### src/rtl/fpstk_pkg.sv
package fpstk_pkg;
  localparam int EXP_W = 15;
  localparam int SIG_W = 64;
  localparam int REG_W = 1 + EXP_W + SIG_W;

  typedef enum logic [2:0] {
    OP_NOP   = 3'd0,
    OP_PUSH  = 3'd1,
    OP_POP   = 3'd2,
    OP_STORE = 3'd3,
    OP_XCHG  = 3'd4,
    OP_INIT  = 3'd5,
    OP_READ  = 3'd6
  } stkOp_e;

  localparam logic [1:0] TAG_VALID   = 2'b00;
  localparam logic [1:0] TAG_ZERO    = 2'b01;
  localparam logic [1:0] TAG_SPECIAL = 2'b10;
  localparam logic [1:0] TAG_EMPTY   = 2'b11;

  // Strobes from control to datapath; at most one is set per cycle.
  typedef struct packed {
    logic push;
    logic pop;
    logic store;
    logic xchg;
    logic init;
  } stkStrobe_t;

  function automatic logic [1:0] classifyExt(input logic [REG_W-1:0] v);
    logic [EXP_W-1:0] expo;
    logic [SIG_W-1:0] sig;
    expo = v[SIG_W +: EXP_W];
    sig  = v[SIG_W-1:0];
    if (&expo)                  return TAG_SPECIAL; // infinity or NaN
    else if (expo == '0)        return (sig == '0) ? TAG_ZERO : TAG_SPECIAL;
    else if (!sig[SIG_W-1])     return TAG_SPECIAL; // unnormal
    else                        return TAG_VALID;
  endfunction
endpackage

### src/rtl/fpstk_ctrl.sv
module fpstk_ctrl
  import fpstk_pkg::*;
#(
  parameter int DEPTH = 8,
  localparam int PTR_W = $clog2(DEPTH)
) (
  input  logic             clk,
  input  logic             rstN,
  input  logic [2:0]       cmdOp,
  input  logic [1:0]       tagTop,
  input  logic [1:0]       tagSel,
  input  logic [1:0]       tagBelow,
  output stkStrobe_t       strobe,
  output logic [PTR_W-1:0] top,
  output logic             fault
);
  stkOp_e op;
  logic isPush, isPop, isStore, isXchg, isInit, isRead;
  logic overflow, underflow;

  assign op = stkOp_e'(cmdOp);

  always_comb begin
    isPush  = (op == OP_PUSH);
    isPop   = (op == OP_POP);
    isStore = (op == OP_STORE);
    isXchg  = (op == OP_XCHG);
    isInit  = (op == OP_INIT);
    isRead  = (op == OP_READ);
    overflow  = isPush && (tagBelow != TAG_EMPTY);
    underflow = (isPop && (tagTop == TAG_EMPTY))
             || (isRead && (tagSel == TAG_EMPTY))
             || (isXchg && ((tagTop == TAG_EMPTY) || (tagSel == TAG_EMPTY)));
    strobe.push  = isPush && !overflow;
    strobe.pop   = isPop && (tagTop != TAG_EMPTY);
    strobe.store = isStore;
    strobe.xchg  = isXchg && !underflow;
    strobe.init  = isInit;
  end

  always_ff @(posedge clk) begin
    if (!rstN) begin
      top   <= '0;
      fault <= 1'b0;
    end else begin
      if (strobe.init)      top <= '0;
      else if (strobe.push) top <= top - PTR_W'(1);
      else if (strobe.pop)  top <= top + PTR_W'(1);
      fault <= overflow || underflow;
    end
  end
endmodule

### src/rtl/fpstk_data.sv
module fpstk_data
  import fpstk_pkg::*;
#(
  parameter int DEPTH = 8,
  localparam int PTR_W = $clog2(DEPTH)
) (
  input  logic               clk,
  input  logic               rstN,
  input  stkStrobe_t         strobe,
  input  logic [PTR_W-1:0]   top,
  input  logic [PTR_W-1:0]   slotSel,
  input  logic [REG_W-1:0]   wrData,
  input  logic [PTR_W-1:0]   rdSlot,
  output logic [REG_W-1:0]   rdData,
  output logic [2*DEPTH-1:0] tagWord,
  output logic [1:0]         tagTop,
  output logic [1:0]         tagSel,
  output logic [1:0]         tagBelow
);
  logic [REG_W-1:0] regs [DEPTH];
  logic [1:0]       tags [DEPTH];
  logic [PTR_W-1:0] idxSel, idxBelow, idxRd;
  logic [1:0]       wrTag;

  assign idxSel   = top + slotSel;
  assign idxBelow = top - PTR_W'(1);
  assign idxRd    = top + rdSlot;
  assign wrTag    = classifyExt(wrData);

  assign rdData   = regs[idxRd];
  assign tagTop   = tags[top];
  assign tagSel   = tags[idxSel];
  assign tagBelow = tags[idxBelow];

  // Tag word is packed in relative slot order.
  for (genvar g = 0; g < DEPTH; g++) begin : gTagPack
    logic [PTR_W-1:0] phys;
    assign phys = top + PTR_W'(g);
    assign tagWord[2*g +: 2] = tags[phys];
  end

  always_ff @(posedge clk) begin
    if (!rstN) begin
      for (int j = 0; j < DEPTH; j++) begin
        regs[j] <= '0;
        tags[j] <= TAG_EMPTY;
      end
    end else begin
      for (int j = 0; j < DEPTH; j++) begin
        if (strobe.init) begin
          tags[j] <= TAG_EMPTY;
        end else if (strobe.push && (idxBelow == PTR_W'(j))) begin
          regs[j] <= wrData;
          tags[j] <= wrTag;
        end else if (strobe.pop && (top == PTR_W'(j))) begin
          tags[j] <= TAG_EMPTY;
        end else if (strobe.store && (idxSel == PTR_W'(j))) begin
          regs[j] <= wrData;
          tags[j] <= wrTag;
        end else if (strobe.xchg && (top == PTR_W'(j))) begin
          regs[j] <= regs[idxSel];
          tags[j] <= tags[idxSel];
        end else if (strobe.xchg && (idxSel == PTR_W'(j))) begin
          regs[j] <= regs[top];
          tags[j] <= tags[top];
        end
      end
    end
  end
endmodule

### src/rtl/fp_tag_stack.sv
module fp_tag_stack
  import fpstk_pkg::*;
#(
  parameter int DEPTH = 8,
  localparam int PTR_W = $clog2(DEPTH)
) (
  input  logic               clk,
  input  logic               rstN,
  input  logic [2:0]         cmdOp,
  input  logic [PTR_W-1:0]   slotSel,
  input  logic [REG_W-1:0]   wrData,
  input  logic [PTR_W-1:0]   rdSlot,
  output logic [REG_W-1:0]   rdData,
  output logic [PTR_W-1:0]   topPtr,
  output logic [2*DEPTH-1:0] tagWord,
  output logic               stackFault,
  output logic               invalidOp
);
  stkStrobe_t strobe;
  logic [1:0] tagTop, tagSel, tagBelow;
  logic       fault;

  fpstk_ctrl #(.DEPTH(DEPTH)) u_ctrl (
    .clk(clk), .rstN(rstN), .cmdOp(cmdOp),
    .tagTop(tagTop), .tagSel(tagSel), .tagBelow(tagBelow),
    .strobe(strobe), .top(topPtr), .fault(fault)
  );

  fpstk_data #(.DEPTH(DEPTH)) u_data (
    .clk(clk), .rstN(rstN), .strobe(strobe), .top(topPtr),
    .slotSel(slotSel), .wrData(wrData), .rdSlot(rdSlot),
    .rdData(rdData), .tagWord(tagWord),
    .tagTop(tagTop), .tagSel(tagSel), .tagBelow(tagBelow)
  );

  assign stackFault = fault;
  assign invalidOp  = fault;
endmodule

### config.mk
export PLATFORM = sky130hd
export DESIGN_NAME = fp_tag_stack
export DESIGN_NICKNAME = d
export VERILOG_FILES = /design/src/rtl/fpstk_pkg.sv /design/src/rtl/fpstk_ctrl.sv /design/src/rtl/fpstk_data.sv /design/src/rtl/fp_tag_stack.sv
export SDC_FILE = /design/constraint.sdc
export NUM_CORES = 2
export LEC_CHECK = 0
export BUFFER_PORTS_ARGS = -buffer_cell sky130_fd_sc_hd__buf_2
export CORE_MARGIN = 3
export CORE_UTILIZATION = 57
export CTS_BUF_LIST = sky130_fd_sc_hd__clkbuf_2 sky130_fd_sc_hd__clkbuf_4 sky130_fd_sc_hd__clkbuf_8
export CTS_CLUSTER_SIZE = 10
export DETAILED_ROUTE_END_ITERATION = 8
export PLACE_DENSITY = 0.79
export SLEW_MARGIN = 40
export SYNTH_ARGS = -nofsm -noshare
export SYNTH_HDL_FRONTEND = slang
export SYNTH_SLANG_ARGS = --single-unit
### constraint.sdc
create_clock -name clk -period 9.8 [get_ports clk]
set_input_delay 0.49 -clock clk [delete_from_list [all_inputs] [get_ports clk]]
set_output_delay 0.49 -clock clk [all_outputs]
set_load 0.01 [all_outputs]
==> summary.txt <==
Power
  – Pwr/cell area: 161 nW/um^2
  – Leakage power summed over all cells: 0.0164 uW
  – Final total power: roughly 8200 uW
  – Worst vdd ir: 0.113 mV

Detailed routing
  – Drt first-iter violations: 7,997
  – Final WL: 170,000 um
  – Antenna-violating nets left: 0
  – Detailed-route DRC error count: 0
  – Detailed-route wire length per cell: approximately 36 um
  – Vias: 39,900
  – 1st-pass router iterations: 9
  – Vias per cell: 8.48

Placed design
  – HPWL after detailed placement: between 90,000 and 100,000 um
  – Placer Congestion: 0.928
  – # port buffers: 191

Clock network
  – TritonCTS clock tree: done
  – Post-CTS sizing: 0
  – Post-CTS Repair Setup Buffers: 0
  – Clock insertion delay at the later pin of the skew report: ~0.8 ns
  – Number of hold buffers added after cts: 0
  – Number of CTS-inserted buffers: approximately 110
  – Clock slew at the register clock pins of the worst setup and hold paths: 0.07 ns
  – CTS H-tree lvls: 3
  – Clock Tree Root: sky130_fd_sc_hd__clkbuf_8
  – Number of clock sinks: 663
  – CTS max path bufs: 3

Cells and area
  – Final layout net count: roughly 3,600
  – Final core utilization: 62.8%
  – Commonest cells after routing, fill and taps aside: sky130_fd_sc_hd__edfxtp_1 (656), sky130_fd_sc_hd__nand2_1 (504), sky130_fd_sc_hd__mux4_2 (502)
  – Synth-to-Final Area Change: 8.69%
  – Most common cell after layout, fill and taps aside: sky130_fd_sc_hd__edfxtp_1
  – Share of post-route cells with drive strength above 1: between 30% and 40%

Synth
  – Total of warnings raised by yosys: 0
  – Top FF cell, synth: sky130_fd_sc_hd__edfxtp_1
  – Seq cells post-synth: 663
  – Post-synthesis net count: between 3,000 and 4,000
  – Number of enable-type register cells in the synthesized netlist: 656
  – Number of library cell types mapped by synthesis: 69
  – Async set-reset flop share out of synthesis: 0%
  – Post-synthesis area per instance: 13.0 um^2
  – Cell Area, Synth: 46,700 um^2
  – Sequential cell area fraction in the yosys report: 42.5%
  – Synthesized instance count: 3,602

Global routing
  – GR Layer Usage met3: 13.3%
  – Antenna violations before repair: 17
  – Met1 global-route usage: 48.8%
  – Global-route wire length before repair: 251,000 um
  – Largest net degree at the start of global routing: 100
  – GRT Overall Usage: between 30% and 40%
  – Number of global-route vias before repair: 39,600
  – GR Util met2: 59.0%
  – Residual overflow from global routing: 0
  – Peak-usage layer in the global routing report: met2

STA
  – Unrepaired setup endpoints after global routing: no
  – Count of endpoints failing setup in the final report: 0
  – Sum Neg Setup Slack: 0 ns
  – Maximum clock frequency: 162 MHz
  – Final Hold Vio Count: 0
  – Worst Tran Pin Value: 0.954 ns
  – Maximum clock skew at final layout: 0.0414 ns
  – Relative slew margins: 35.8%
  – Time the worst path needs with I/O delays and setup: 6.16 ns
  – Fraction of the cycle the final worst path needs: approximately 63%
  – Final number of max-transition violations: 0

Worst setup path
  – Max incr delay on CP: 1.19 ns
  – Most common cell on crit path: sky130_fd_sc_hd__buf_4
  – Category of the most critical setup path: reg2reg
  – Critical Path Sink Type: register
  – Critical path arrival: about 6.6 ns
  – Critical path required time: 10.20 ns
  – Crit path launch type: register
  – Ordered list of cells on the worst path: buf_4 -> ha_4 -> fa_4 -> mux4_2 -> a2111oi_2 -> nand3_4 -> nand2_4 -> or3_4 -> buf_12 -> buf_4
  – Max stage delay cell, worst path: sky130_fd_sc_hd__fa_4
  – Peak fanout along the critical path: 35

Floorplanning
  – Standard-cell row count: between 100 and 150
  – Core ar.: 80,800 um^2
  – Die Area: 85,300 um^2
  – Die outline height: between 200 and 300 um
  – Effective utilization at floorplan: a little under 60%
  – Number of ports placed on the die boundary: 192
  – Horizontal die dimension: 292 um

Job
  – Max-cap violation count: 0

Min path
  – Kind of path behind the tightest hold check: in2reg

Outcome
  – Outcome: complete, no violations
-- cell families after synthesis --
| group | Yosys count | synth area share (%) |
|---|---|---|
| muxes | 763 | 30.1 |
| and+or+nand+nor | 953 | 9.12 |
| buffers and inverters | 466 | 4.18 |
| AOI/OAI and AO/OA | 736 | 13.5 |
| DFF | 663 | 42.5 |
| adders and majority gates | 12 | 0.354 |
| xor gates and xnor gates | 9 | 0.231 |
-- area by class of cell --
type | instances | area (um^2)
Antenna cell | 14 | 35.0
Clock buffer | 138 | 1760
Clock inverter | 76 | 591
Fill cell | 5795 | 30100
Inverter | 8 | 30.0
Multi-Input combinational cell | 2473 | 25200
Sequential cell | 663 | 19900
Tap cell | 1060 | 1330
Timing Repair Buffer | 276 | 1900
-- path summary, 6_finish.rpt --
| kind | startpoint | end | slack, ns | cells past startpoint |
|---|---|---|---|---|
| worst min register to register | u_ctrl.top[1] | register | 0.81 | 3 |
| worst max-delay path | u_ctrl.top[0] | u_data.regs[7][31] | 3.64 | 10 |
| worst max register to register | u_ctrl.top[0] | u_data.regs[7][31] | 3.64 | 10 |
| worst min-delay path | wrData[25] | u_data.regs[5][25] | 0.12 | 3 |
-- critical path: cells and delay by family (launching register included) --
family | cells | cell delay, ns
AOI/OAI and AO/OA | 1 | 0.69
adders and majority gates | 2 | 1.40
buffers and inverters | 3 | 1.10
DFF | 1 | 0.30
muxes | 1 | 0.66
and+or+nand+nor | 3 | 1.61
-- power by group --
group	switching [uW]	internal [uW]	total (uW)
clock	1310	1410	2710
combinational	1230	837	2070
sequential	120	3270	3390
-- synthesized netlist by cell type, types with 3 or more instances --
cell type / instances / share of area [%]
sky130_fd_sc_hd__dfxtp_1: 7 / 0.30
sky130_fd_sc_hd__a32o_1: 5 / 0.11
sky130_fd_sc_hd__nor2b_1: 4 / 0.054
sky130_fd_sc_hd__o2111ai_1: 4 / 0.075
sky130_fd_sc_hd__a222oi_1: 6 / 0.13
sky130_fd_sc_hd__and2_1: 153 / 2.1
sky130_fd_sc_hd__a221oi_1: 3 / 0.056
sky130_fd_sc_hd__o32ai_1: 160 / 3.0
sky130_fd_sc_hd__mux4_2: 502 / 24
sky130_fd_sc_hd__nand2b_1: 7 / 0.094
sky130_fd_sc_hd__nand2_1: 510 / 4.1
sky130_fd_sc_hd__nor3b_1: 3 / 0.048
sky130_fd_sc_hd__o22ai_1: 4 / 0.054
sky130_fd_sc_hd__edfxtp_1: 656 / 42
sky130_fd_sc_hd__a21oi_1: 14 / 0.15
sky130_fd_sc_hd__xnor2_1: 5 / 0.094
sky130_fd_sc_hd__buf_1: 52 / 0.42
sky130_fd_sc_hd__buf_6: 14 / 0.34
sky130_fd_sc_hd__o21ai_1: 3 / 0.032
sky130_fd_sc_hd__a22o_1: 3 / 0.056
sky130_fd_sc_hd__ha_1: 10 / 0.27
sky130_fd_sc_hd__inv_1: 7 / 0.056
sky130_fd_sc_hd__and3_1: 8 / 0.11
sky130_fd_sc_hd__nand4_1: 14 / 0.19
sky130_fd_sc_hd__o21ai_0: 22 / 0.24
sky130_fd_sc_hd__clkbuf_1: 347 / 2.8
sky130_fd_sc_hd__o221ai_1: 480 / 9.0
sky130_fd_sc_hd__o21a_1: 8 / 0.13
sky130_fd_sc_hd__buf_2: 30 / 0.32
sky130_fd_sc_hd__nor4_1: 23 / 0.31
sky130_fd_sc_hd__nand3_1: 20 / 0.21
sky130_fd_sc_hd__or3_1: 4 / 0.054
sky130_fd_sc_hd__buf_4: 15 / 0.24
sky130_fd_sc_hd__nor3_1: 9 / 0.097
sky130_fd_sc_hd__a22oi_1: 4 / 0.064
sky130_fd_sc_hd__nor2_1: 182 / 1.5
sky130_fd_sc_hd__mux2_2: 92 / 2.2
sky130_fd_sc_hd__a21o_1: 4 / 0.064
sky130_fd_sc_hd__mux2i_1: 169 / 3.6
-- layer usage --
| layer | vias to the layer above | share of wire, % | wire length, um |
|---|---|---|---|
| met5 | - | 0.040 | 68 |
| li1 | 15100 | - | - |
| met4 | 12 | 7.4 | 12600 |
| met2 | 4658 | 45 | 75900 |
| met1 | 19100 | 31 | 51900 |
| met3 | 1099 | 17 | 29600 |
-- sequential cells by signal (all words and copies together), names as in the netlist, named ones only --
signal	flops
u_ctrl.fault	1
u_ctrl.top	3
u_data.regs	640
u_data.tags	16
-- metrics by stage --
stage | hold slack [ns] | std cells | setup slack (ns) | area, um^2
after floorplan | 0.789 | 3602 | 2.63 | 46700
after global placement | 0.798 | 4465 | 3.50 | 47900
after detailed placement | 0.808 | 4476 | 3.60 | 48200
after CTS | 0.0766 | 4690 | 3.64 | 50600
after global routing | 0.116 | 4699 | 3.56 | 50700
final | 0.115 | 4708 | 3.64 | 50700
Power figures use the tool's default switching activity.
